$ cat src/rtl/xlate_pkg.sv
package xlate_pkg;
  typedef enum logic [1:0] {
    FLT_NONE        = 2'd0,
    FLT_SEG_ABSENT  = 2'd1,
    FLT_LIMIT       = 2'd2,
    FLT_PAGE_ABSENT = 2'd3
  } flt_e;

  typedef enum logic [1:0] {
    ST_IDLE  = 2'd0,
    ST_DESC0 = 2'd1,
    ST_DESC1 = 2'd2,
    ST_PTE   = 2'd3
  } st_e;
endpackage

$ cat src/rtl/xlate_fault_chk.sv
module xlate_fault_chk
  import xlate_pkg::*;
#(
  parameter int OFF_W = 17
) (
  input  st_e              st_i,
  input  logic             seg_present_i,
  input  logic [OFF_W-1:0] limit_i,
  input  logic [OFF_W-1:0] offset_i,
  input  logic             pte_present_i,
  output flt_e             code_o
);
  always_comb begin
    code_o = FLT_NONE;
    unique case (st_i)
      ST_DESC0: begin
        if (!seg_present_i)          code_o = FLT_SEG_ABSENT;
        else if (offset_i > limit_i) code_o = FLT_LIMIT;
      end
      ST_PTE: if (!pte_present_i) code_o = FLT_PAGE_ABSENT;
      default: code_o = FLT_NONE;
    endcase
  end
endmodule

$ cat src/rtl/xlate_addr_gen.sv
module xlate_addr_gen
  import xlate_pkg::*;
#(
  parameter int VA_W   = 32,
  parameter int SID_W  = 2,
  parameter int SEG_W  = 13,
  parameter int PSEL_W = 6,
  parameter int POFF_W = 11
) (
  input  logic [(1<<SID_W)*VA_W-1:0] sect_base_i,
  input  logic [VA_W-1:0]            vaddr_i,
  input  logic [VA_W-1:0]            tbl_base_i,
  input  st_e                        st_i,
  input  logic [VA_W-1:0]            rdata_i,
  output logic [VA_W-1:0]            mem_addr_o,
  output logic [VA_W-1:0]            phys_contig_o,
  output logic [VA_W-1:0]            phys_paged_o
);
  localparam int OFF_W   = PSEL_W + POFF_W;
  localparam int N_SECT  = 1 << SID_W;
  localparam int DESC_SH = 3;  // two words per descriptor
  localparam int PTE_SH  = 2;  // one word per page entry

  logic [VA_W-1:0] base_arr [N_SECT];

  for (genvar g = 0; g < N_SECT; g++) begin : g_base
    assign base_arr[g] = sect_base_i[g*VA_W +: VA_W];
  end

  logic [SID_W-1:0]  sid;
  logic [SEG_W-1:0]  seg;
  logic [OFF_W-1:0]  off;
  logic [PSEL_W-1:0] psel;
  logic [POFF_W-1:0] poff;
  logic [VA_W-1:0]   desc_addr;
  logic [VA_W-1:0]   pte_addr;

  assign sid  = vaddr_i[VA_W-1 -: SID_W];
  assign seg  = vaddr_i[OFF_W +: SEG_W];
  assign off  = vaddr_i[OFF_W-1:0];
  assign psel = vaddr_i[POFF_W +: PSEL_W];
  assign poff = vaddr_i[POFF_W-1:0];

  assign desc_addr = base_arr[sid] + (VA_W'(seg) << DESC_SH);
  assign pte_addr  = tbl_base_i + (VA_W'(psel) << PTE_SH);

  always_comb begin
    unique case (st_i)
      ST_DESC0: mem_addr_o = desc_addr;
      ST_DESC1: mem_addr_o = desc_addr + VA_W'(4);
      ST_PTE:   mem_addr_o = pte_addr;
      default:  mem_addr_o = '0;
    endcase
  end

  assign phys_contig_o = rdata_i + VA_W'(off);
  assign phys_paged_o  = {rdata_i[VA_W-1:POFF_W], poff};
endmodule

$ cat src/rtl/xlate_walk_fsm.sv
module xlate_walk_fsm
  import xlate_pkg::*;
(
  input  logic clk_i,
  input  logic rst_ni,
  input  logic req_i,
  input  logic mem_ack_i,
  input  logic paged_i,
  input  flt_e flt_i,
  output st_e  st_o,
  output logic accept_o,
  output logic cap_tbl_o,
  output logic fin_o,
  output logic fin_flt_o
);
  st_e  st_q, st_d;
  logic paged_q;

  always_comb begin
    st_d      = st_q;
    accept_o  = 1'b0;
    cap_tbl_o = 1'b0;
    fin_o     = 1'b0;
    fin_flt_o = 1'b0;
    unique case (st_q)
      ST_IDLE: if (req_i) begin
        accept_o = 1'b1;
        st_d     = ST_DESC0;
      end
      ST_DESC0: if (mem_ack_i) begin
        if (flt_i != FLT_NONE) begin
          fin_o     = 1'b1;
          fin_flt_o = 1'b1;
          st_d      = ST_IDLE;
        end else begin
          st_d = ST_DESC1;
        end
      end
      ST_DESC1: if (mem_ack_i) begin
        if (paged_q) begin
          cap_tbl_o = 1'b1;
          st_d      = ST_PTE;
        end else begin
          fin_o = 1'b1;
          st_d  = ST_IDLE;
        end
      end
      ST_PTE: if (mem_ack_i) begin
        fin_o     = 1'b1;
        fin_flt_o = (flt_i != FLT_NONE);
        st_d      = ST_IDLE;
      end
      default: st_d = ST_IDLE;
    endcase
  end

  always_ff @(posedge clk_i or negedge rst_ni) begin
    if (!rst_ni) begin
      st_q    <= ST_IDLE;
      paged_q <= 1'b0;
    end else begin
      st_q <= st_d;
      if (st_q == ST_DESC0 && mem_ack_i) paged_q <= paged_i;
    end
  end

  assign st_o = st_q;

  // a page entry is read only for a segment flagged as paged
  a_r7_pte_needs_paged: assert property (@(posedge clk_i) disable iff (!rst_ni)
    (st_q == ST_DESC1 && mem_ack_i && !paged_q) |=> (st_q != ST_PTE));
endmodule

$ cat src/rtl/addr_xlate.sv
module addr_xlate
  import xlate_pkg::*;
#(
  parameter int VA_W   = 32,
  parameter int SID_W  = 2,
  parameter int SEG_W  = 13,
  parameter int PSEL_W = 6,
  parameter int POFF_W = 11
) (
  input  logic                        clk_i,
  input  logic                        rst_ni,
  input  logic                        req_i,
  input  logic [VA_W-1:0]             vaddr_i,
  input  logic [(1<<SID_W)*VA_W-1:0]  sect_base_i,
  output logic                        busy_o,
  output logic                        valid_o,
  output logic                        fault_o,
  output logic [1:0]                  fault_code_o,
  output logic [VA_W-1:0]             paddr_o,
  output logic [VA_W-1:0]             fault_addr_o,
  output logic                        mem_req_o,
  output logic [VA_W-1:0]             mem_addr_o,
  input  logic                        mem_ack_i,
  input  logic [VA_W-1:0]             mem_rdata_i
);
  localparam int OFF_W = PSEL_W + POFF_W;

  st_e             st;
  flt_e            flt;
  logic            accept, cap_tbl, fin, fin_flt;
  logic [VA_W-1:0] vaddr_q, tbl_q;
  logic [VA_W-1:0] phys_contig, phys_paged;
  logic            valid_q, fault_q;
  logic [1:0]      code_q;
  logic [VA_W-1:0] paddr_q, faddr_q;

  xlate_walk_fsm u_fsm (
    .clk_i     (clk_i),
    .rst_ni    (rst_ni),
    .req_i     (req_i),
    .mem_ack_i (mem_ack_i),
    .paged_i   (mem_rdata_i[VA_W-2]),
    .flt_i     (flt),
    .st_o      (st),
    .accept_o  (accept),
    .cap_tbl_o (cap_tbl),
    .fin_o     (fin),
    .fin_flt_o (fin_flt)
  );

  xlate_fault_chk #(.OFF_W(OFF_W)) u_chk (
    .st_i          (st),
    .seg_present_i (mem_rdata_i[VA_W-1]),
    .limit_i       (mem_rdata_i[OFF_W-1:0]),
    .offset_i      (vaddr_q[OFF_W-1:0]),
    .pte_present_i (mem_rdata_i[0]),
    .code_o        (flt)
  );

  xlate_addr_gen #(
    .VA_W(VA_W), .SID_W(SID_W), .SEG_W(SEG_W), .PSEL_W(PSEL_W), .POFF_W(POFF_W)
  ) u_gen (
    .sect_base_i   (sect_base_i),
    .vaddr_i       (vaddr_q),
    .tbl_base_i    (tbl_q),
    .st_i          (st),
    .rdata_i       (mem_rdata_i),
    .mem_addr_o    (mem_addr_o),
    .phys_contig_o (phys_contig),
    .phys_paged_o  (phys_paged)
  );

  always_ff @(posedge clk_i or negedge rst_ni) begin
    if (!rst_ni) begin
      vaddr_q <= '0;
      tbl_q   <= '0;
      valid_q <= 1'b0;
      fault_q <= 1'b0;
      code_q  <= '0;
      paddr_q <= '0;
      faddr_q <= '0;
    end else begin
      valid_q <= fin;
      if (accept)  vaddr_q <= vaddr_i;
      if (cap_tbl) tbl_q   <= mem_rdata_i;
      if (fin) begin
        fault_q <= fin_flt;
        code_q  <= fin_flt ? flt : FLT_NONE;
        if (fin_flt) faddr_q <= vaddr_q;
        else         paddr_q <= (st == ST_PTE) ? phys_paged : phys_contig;
      end
    end
  end

  assign busy_o       = (st != ST_IDLE);
  assign mem_req_o    = (st != ST_IDLE);
  assign valid_o      = valid_q;
  assign fault_o      = valid_q & fault_q;
  assign fault_code_o = code_q;
  assign paddr_o      = paddr_q;
  assign fault_addr_o = faddr_q;

  a_r10_req_hold: assert property (@(posedge clk_i) disable iff (!rst_ni)
    (mem_req_o && !mem_ack_i) |=> (mem_req_o && $stable(mem_addr_o)));

  a_r8_valid_after_ack: assert property (@(posedge clk_i) disable iff (!rst_ni)
    valid_o |-> $past(mem_req_o && mem_ack_i));

  a_r8_valid_pulse: assert property (@(posedge clk_i) disable iff (!rst_ni)
    valid_o |=> !valid_o);

  a_r3_fault_coded: assert property (@(posedge clk_i) disable iff (!rst_ni)
    fault_o |-> (fault_code_o != 2'd0));

  a_r9_busy_holds_addr: assert property (@(posedge clk_i) disable iff (!rst_ni)
    busy_o |=> $stable(vaddr_q));

  a_r2_accept_reads: assert property (@(posedge clk_i) disable iff (!rst_ni)
    (req_i && !busy_o) |=> mem_req_o);
endmodule

$ cat config.mk
export PLATFORM = sky130hd
export DESIGN_NAME = addr_xlate
export DESIGN_NICKNAME = d
export VERILOG_FILES = /design/src/rtl/xlate_pkg.sv /design/src/rtl/xlate_fault_chk.sv /design/src/rtl/xlate_addr_gen.sv /design/src/rtl/xlate_walk_fsm.sv /design/src/rtl/addr_xlate.sv
export SDC_FILE = /design/constraint.sdc
export NUM_CORES = 1
export LEC_CHECK = 0
export ABC_AREA = 1
export BUFFER_PORTS_ARGS = -buffer_cell sky130_fd_sc_hd__buf_2
export CAP_MARGIN = 20
export CORE_MARGIN = 2
export CORE_UTILIZATION = 40
export DETAILED_ROUTE_END_ITERATION = 10
export GPL_TIMING_DRIVEN = 1
export PLACE_DENSITY = 0.66
export SYNTH_ARGS = -nofsm -noshare
export SYNTH_HDL_FRONTEND = slang
export SYNTH_SLANG_ARGS = --single-unit
$ cat constraint.sdc
create_clock -name clk_i -period 3.6 [get_ports clk_i]
set_clock_uncertainty 0.05 [all_clocks]
set_input_delay 0.18 -clock clk_i [delete_from_list [all_inputs] [get_ports clk_i]]
set_output_delay 0.18 -clock clk_i [all_outputs]
set_load 0.05 [all_outputs]
==> results of run 1 <==
-- logic make-up after synthesis --
family | Yosys count | synth area share (%)
compound gates | 306 | 14.66
xor+xnor | 19 | 1.449
fa+ha+maj | 57 | 6.407
buf+inv | 275 | 9.905
flops | 135 | 29.42
mux | 16 | 1.569
simple gates | 959 | 36.59
-- worst max path at each step --
stage	slack (ns)	startpoint	endpoint
global route	-0.57	vaddr_q[30]	mem_addr_o[18]
finish	-0.40	vaddr_q[30]	mem_addr_o[18]
floorplan	-0.004	vaddr_q[30]	mem_addr_o[20]
CTS	-0.26	vaddr_q[30]	mem_addr_o[30]
global placement	-0.12	vaddr_q[30]	mem_addr_o[31]
detailed placement	-0.10	vaddr_q[30]	mem_addr_o[31]
-- critical path: cells and delay by family (launching register included) --
family / cells / cell delay, ns
AO/OA/AOI/OAI: 5 / 0.64
adder cells (fa/ha/maj): 1 / 0.38
buffers and inverters: 5 / 0.77
flip-flops: 1 / 0.47
AND/OR/NAND/NOR: 7 / 1.07
-- sequential cells by signal, indices dropped and copies added (netlist names) --
| name | flops |
|---|---|
| fault_addr_o | 32 |
| paddr_o | 32 |
| tbl_q | 32 |
| vaddr_q | 32 |
| fault_code_o | 2 |
| u_fsm.st_o | 2 |
| fault_q | 1 |
| u_fsm.paged_q | 1 |
| valid_o | 1 |
-- synth_stat cells (22+ instances only) --
cell type,count
nand4_1,28
nor3_1,24
o22ai_1,22
dfrtp_1,135
nand3_1,145
a21oi_1,78
nand2_1,527
ha_1,54
nor2_1,157
nand2_2,24
inv_1,196
o21ai_0,149
clkbuf_1,35
-- per-layer routing --
layer  wire, um  share of wire [%]
met5          0                  0
met4       1059                2.5
met3       2721                6.5
met2      20020                 48
met1      18190                 43
-- stage by stage --
step           hold WS [ns]   TNS (ns)  util (%)
6_report            0.02207     -6.262     56.92
5_1_grt             0.03246     -10.17     56.92
4_1_cts            0.001020     -4.322     54.61
3_5_place_dp         0.2082    -0.1540     48.51
3_3_place_gp         0.2017    -0.1187     48.51
2_1_floorplan       -0.1656  -0.004141         -
-- timing repair --
item                       CTS  global route
setup endpoints to repair   23            26
gates resized for setup    156           144
gates cloned                 3             1
hold buffers                40             0
setup buffers               24             9
hold endpoints to repair   112             0
pin swaps                   63            75
-- cell type report --
class / count / area (um^2)
clock buffers: 17 / 425.4
clock inverters: 15 / 178.9
fillers: 2739 / 12270
inverters: 213 / 813.3
multi-input cells: 1358 / 7948
flip-flops and latches: 135 / 3379
well taps: 384 / 480.5
repair buffers: 440 / 2979
==> results.yml, run 1 <==
run_status:
  status: "complete, but fails checks"
  violations: "negative setup slack"
critical_path:
  worstSetupStartpointType: "register"
  r2r_setup_slack_ns: 0.53
  critPathArrivalTime_ns: 3.77
  path_class: "register to primary output"
  reg2reg_depth: 16
  slowest_stage: "dfrtp_2"
  max_stage_delay_ns: 0.47
  rr_endpoint: "paddr_o[26]"
  cp-end-kind: "primary output"
  critPathMaxFanout: 14
  cp_cell_sequence: "inv_4 > buf_4 > buf_16 > o21ai_1 > o22ai_1 > ha_1 > nand2_2 > buf_4 > nor2_4 > nand3_2 > nand4_1 > nand4_1 > nor2_4 > nand2_4 > o21ai_2 > o211ai_1 > o211ai_1 > buf_4"
  reg2reg_from: "vaddr_q[0]"
  cpMostUsedCell: "buf_4"
  cp.required_ns: 3.37
synthesis:
  ys_async_sr_fraction_pct: 100.0
  synth_edf_count: 0
  ys_warn_count: 0
  yosys.area.top_type: "dfrtp_1"
  synthCells: 1767
  synth_ff_type: "dfrtp_1"
  ys_top_cells_by_area: "dfrtp_1 29%, nand2_1 17%, o21ai_0 6.5%"
  yosys_register_bits: 135
  yosysUniqueCellTypes: 51
  yosys.area.top_type_share_pct: 29.42
  synthesis.area_mm2: 0.01148
  synth_fp_nets: 2020
  yosysSeqAreaShare_pct: 29.42
  synth.avg_cell_area_um2: 6.498
finish:
  final_cell_mix: "458 x nand2_1, 268 x buf_2, 179 x inv_1"
  drive_gt1_share_pct: 33.10
  antenna_cells_inserted: 0
  final_cells: 2562
  nets: 2418
  final_common_cell: "nand2_1"
  syn_to_final_growth_pct: 41.12
  final_area_mm2: 0.01620
floorplanning:
  core_mm2: 0.02847
  start_util_pct: 40.33
  die_area_mm2: 0.03008
  rows: 62
  die_w_um: 173.4
  die_h_um: 173.4
  ios: 298
placed_design:
  dp_hpwl_um: 32210
  io_buffers: 297
  placed_cell_area_mm2: 0.01381
  preCtsSetupSlack_ns: -0.1014
  place_congestion: 0.9492
  placedCellCount: 2454
timing:
  fin_crit_ns: 4.001
  tightest_slew_ns: 1.043
  finalCritPeriodShare_pct: 111.2
  slew_viol_final: 0
  fmax_mhz: 249.9
  layout_setup_ws_ns: -0.4014
  relSlewSlack_pct: 30.25
  finalSetupViolations: 22
  finalHoldViolCount: 0
  rsz0062_at_grt: "yes"
min_path:
  hold_depth: 3
  holdCritPathClass: "primary input to register"
  min_from: "mem_rdata_i[25]"
  hold_end: "tbl_q[25]"
clocking:
  clkLatencyLatePin_ns: 0.43
  h-tree-depth: 4
  numClockSinks: 135
  cts_tree: "yes"
  clk_pin_slew_ns: 0.07
  cts-root-buf: "clkbuf_16"
  numCtsBuffers: 17
  clock_path_buffers: 2
global_route:
  grt_use_met2_pct: 45.83
  grt_pass1_vias: 12791
  met3_usage_pct: 4.759
  top_usage_layer: "met2"
  grt_overflow: 0
  grt_antenna_before_repair: 0
  use_met1_pct: 35.96
  grt_usage_pct: 27.24
  grt_pass1_wl_um: 65940
  grt_max_degree: 77
routing:
  drt_iter0_markers: 961
  routed_via_density: 5.205
  firstDrtPassIters: 5
  finalWirelength_um: 41990
  drc_errors: 0
  ant_nets: 0
  wire_per_inst_um: 16.39
  num_vias: 13336
run:
  max-cap-violations: 0
Power of run 1 is left out: the tool's default activity adds up to more than one toggle a clock period on the data nets, which glitch-free logic cannot reach.
==> inputs of run 2 (changes only) <==
Settings changed: CELL_PAD_IN_SITES_DETAIL_PLACEMENT from default to 1, CELL_PAD_IN_SITES_GLOBAL_PLACEMENT from default to 1, CORE_UTILIZATION 40 to 34, PLACE_DENSITY 0.66 to default, PLACE_DENSITY_LB_ADDON from default to 0.08.
==> run 2 against run 1 <==
- the run still ends with negative setup slack left
- sequential share of layout area increased by 0.14 points
- first-iteration DRC count fell by 53%
- via count shrank 0.22%
- sequential cell count did not move
- wire length rose by 8.9%
- maximum frequency up 1.4%
- core utilization fell by 8.7 points
- critical path depth grew 4
- clock-buffer cell count did not move
- worst setup slack better by 0.055 ns
- register-to-register slack got worse by 0.15 ns
==> results.yml, run 2 (same netlist as run 1, synthesis figures left out) <==
run_status:
  status: "complete, but fails checks"
  violations: "negative setup slack"
global_route:
  grt_antenna_before_repair: 3
  grt_usage_pct: 25.85
  grt_overflow: 0
  grt_pass1_wl_um: 73120
  grt_max_degree: 91
  grt_pass1_vias: 14142
floorplanning:
  start_util_pct: 34.41
  ios: 298
  die_area_mm2: 0.03526
  rows: 67
  die_h_um: 187.8
  core_mm2: 0.03336
  die_w_um: 187.8
finish:
  final_common_cell: "nand2_1"
  fin_util_pct: 48.25
  drive_gt1_share_pct: 30.89
  antenna_cells_inserted: 0
  syn_to_final_growth_pct: 40.20
  final_cell_mix: "473 x nand2_1, 270 x buf_2, 183 x inv_1"
  nets: 2422
timing:
  slew_viol_final: 0
  rsz0062_at_grt: "yes"
  fin_crit_ns: 3.946
  finalCritPeriodShare_pct: 109.6
  finalSetupViolations: 24
  tightest_slew_ns: 0.9031
  fmax_mhz: 253.4
  finalHoldViolCount: 0
  layout_setup_ws_ns: -0.3465
  relSlewSlack_pct: 39.80
clocking:
  numCtsBuffers: 17
  clock_path_buffers: 2
  cts-root-buf: "clkbuf_16"
  cts_tree: "yes"
  clkLatencyLatePin_ns: 0.45
  h-tree-depth: 4
  numClockSinks: 135
  clk_pin_slew_ns: 0.07
critical_path:
  cp.buffers_inverters: 7
  critPathArrivalTime_ns: 3.72
  cp-end-kind: "primary output"
  critPathTopFamily: "simple AND/OR/NAND/NOR gates"
  cp_cell_sequence: "inv_2 > buf_4 > buf_4 > a32oi_2 > inv_1 > fa_2 > inv_4 > nand3_4 > nand2_4 > nand2_2 > nand2_4 > nand3_4 > nor2_4 > nand3_4 > nor2_4 > nand2_4 > inv_4 > nand3_4 > o21ai_2 > nand3_2 > nand2_2 > buf_8"
  max_stage_delay_ns: 0.40
  critPathMaxFanout: 6
  path_class: "register to primary output"
  worstSetupStartpointType: "register"
  cpMostUsedCell: "nand3_4"
  cp.required_ns: 3.37
  slowest_stage: "dfrtp_1"
  r2r_setup_slack_ns: 0.38
routing:
  firstDrtPassIters: 5
  drt_iter0_markers: 447
  num_vias: 13307
  finalWirelength_um: 45730
  wire_per_inst_um: 17.39
  routed_via_density: 5.060
  ant_nets: 0
  drc_errors: 0
run:
  max-cap-violations: 0
placed_design:
  place_congestion: 0.8786
  dp_hpwl_um: 35320
  io_buffers: 297
min_path:
  holdCritPathClass: "primary input to register"
==> run 2: layout make-up <==
class	instances	area (um^2)
timing repair buffer	443	3008
sequential	135	3379
clock inverter	15	206.4
timing repair inverter	1	7.507
inverter	213	809.5
clock buffer	17	425.4
multi-input combinational	1358	7701
fill	4402	17270
tap	448	560.5
==> run 2: layer usage <==
metal | GRT usage, % | up-vias | wire length [um]
met5 | 0 | - | 27
met4 | 6.208 | 4 | 738
met3 | 4.080 | 50 | 1683
met2 | 46.07 | 238 | 22670
met1 | 32.64 | 6439 | 20610
li1 | - | 6576 | -
==> run 2: per-stage QoR <==
step	setup WS (ns)	area, um^2	hold WS, ns	cells	setup TNS [ns]
4_1_cts	-0.3243	15580	0.002276	2614	-5.245
3_5_place_dp	-0.1296	13740	0.2677	2499	-1.224
3_3_place_gp	-0.08426	13740	0.2668	2499	-0.1222
6_report	-0.3465	16100	0.02438	2630	-6.030
5_1_grt	-0.5973	16100	0.03791	2630	-11.17
2_1_floorplan	-0.004141	11610	-0.1656	1767	-0.004141
==> run 2: worst min-delay path, stage by stage <==
cell	delay (ns)
buf_2	0.11
inv_1	0.09
o21ai_0	0.09
==> run 2: path summary, 6_finish.rpt <==
kind | cells after the start | from | endpoint
setup / recovery | 22 | vaddr_q[31] | mem_addr_o[26]
hold / removal | 3 | mem_rdata_i[15] | tbl_q[15]
setup reg to reg | 12 | vaddr_q[16] | paddr_o[30]
hold reg to reg | 2 | fault_q | fault_q
max in group asynchronous | 3 | rst_ni | paddr_o[11]
min in group asynchronous | 2 | rst_ni | paddr_o[24]
==> run 2: timing repair <==
action | CTS | global route
hold buffers | 47 | 0
setup endpoints to repair | 24 | 26
pin swaps | 52 | 69
endpoints found under the hold margin | 135 | 0
resized for setup | 142 | 105
gates cloned | 2 | 1
buffers inserted | 34 | 14
Power of run 2 is left out for the same reason.
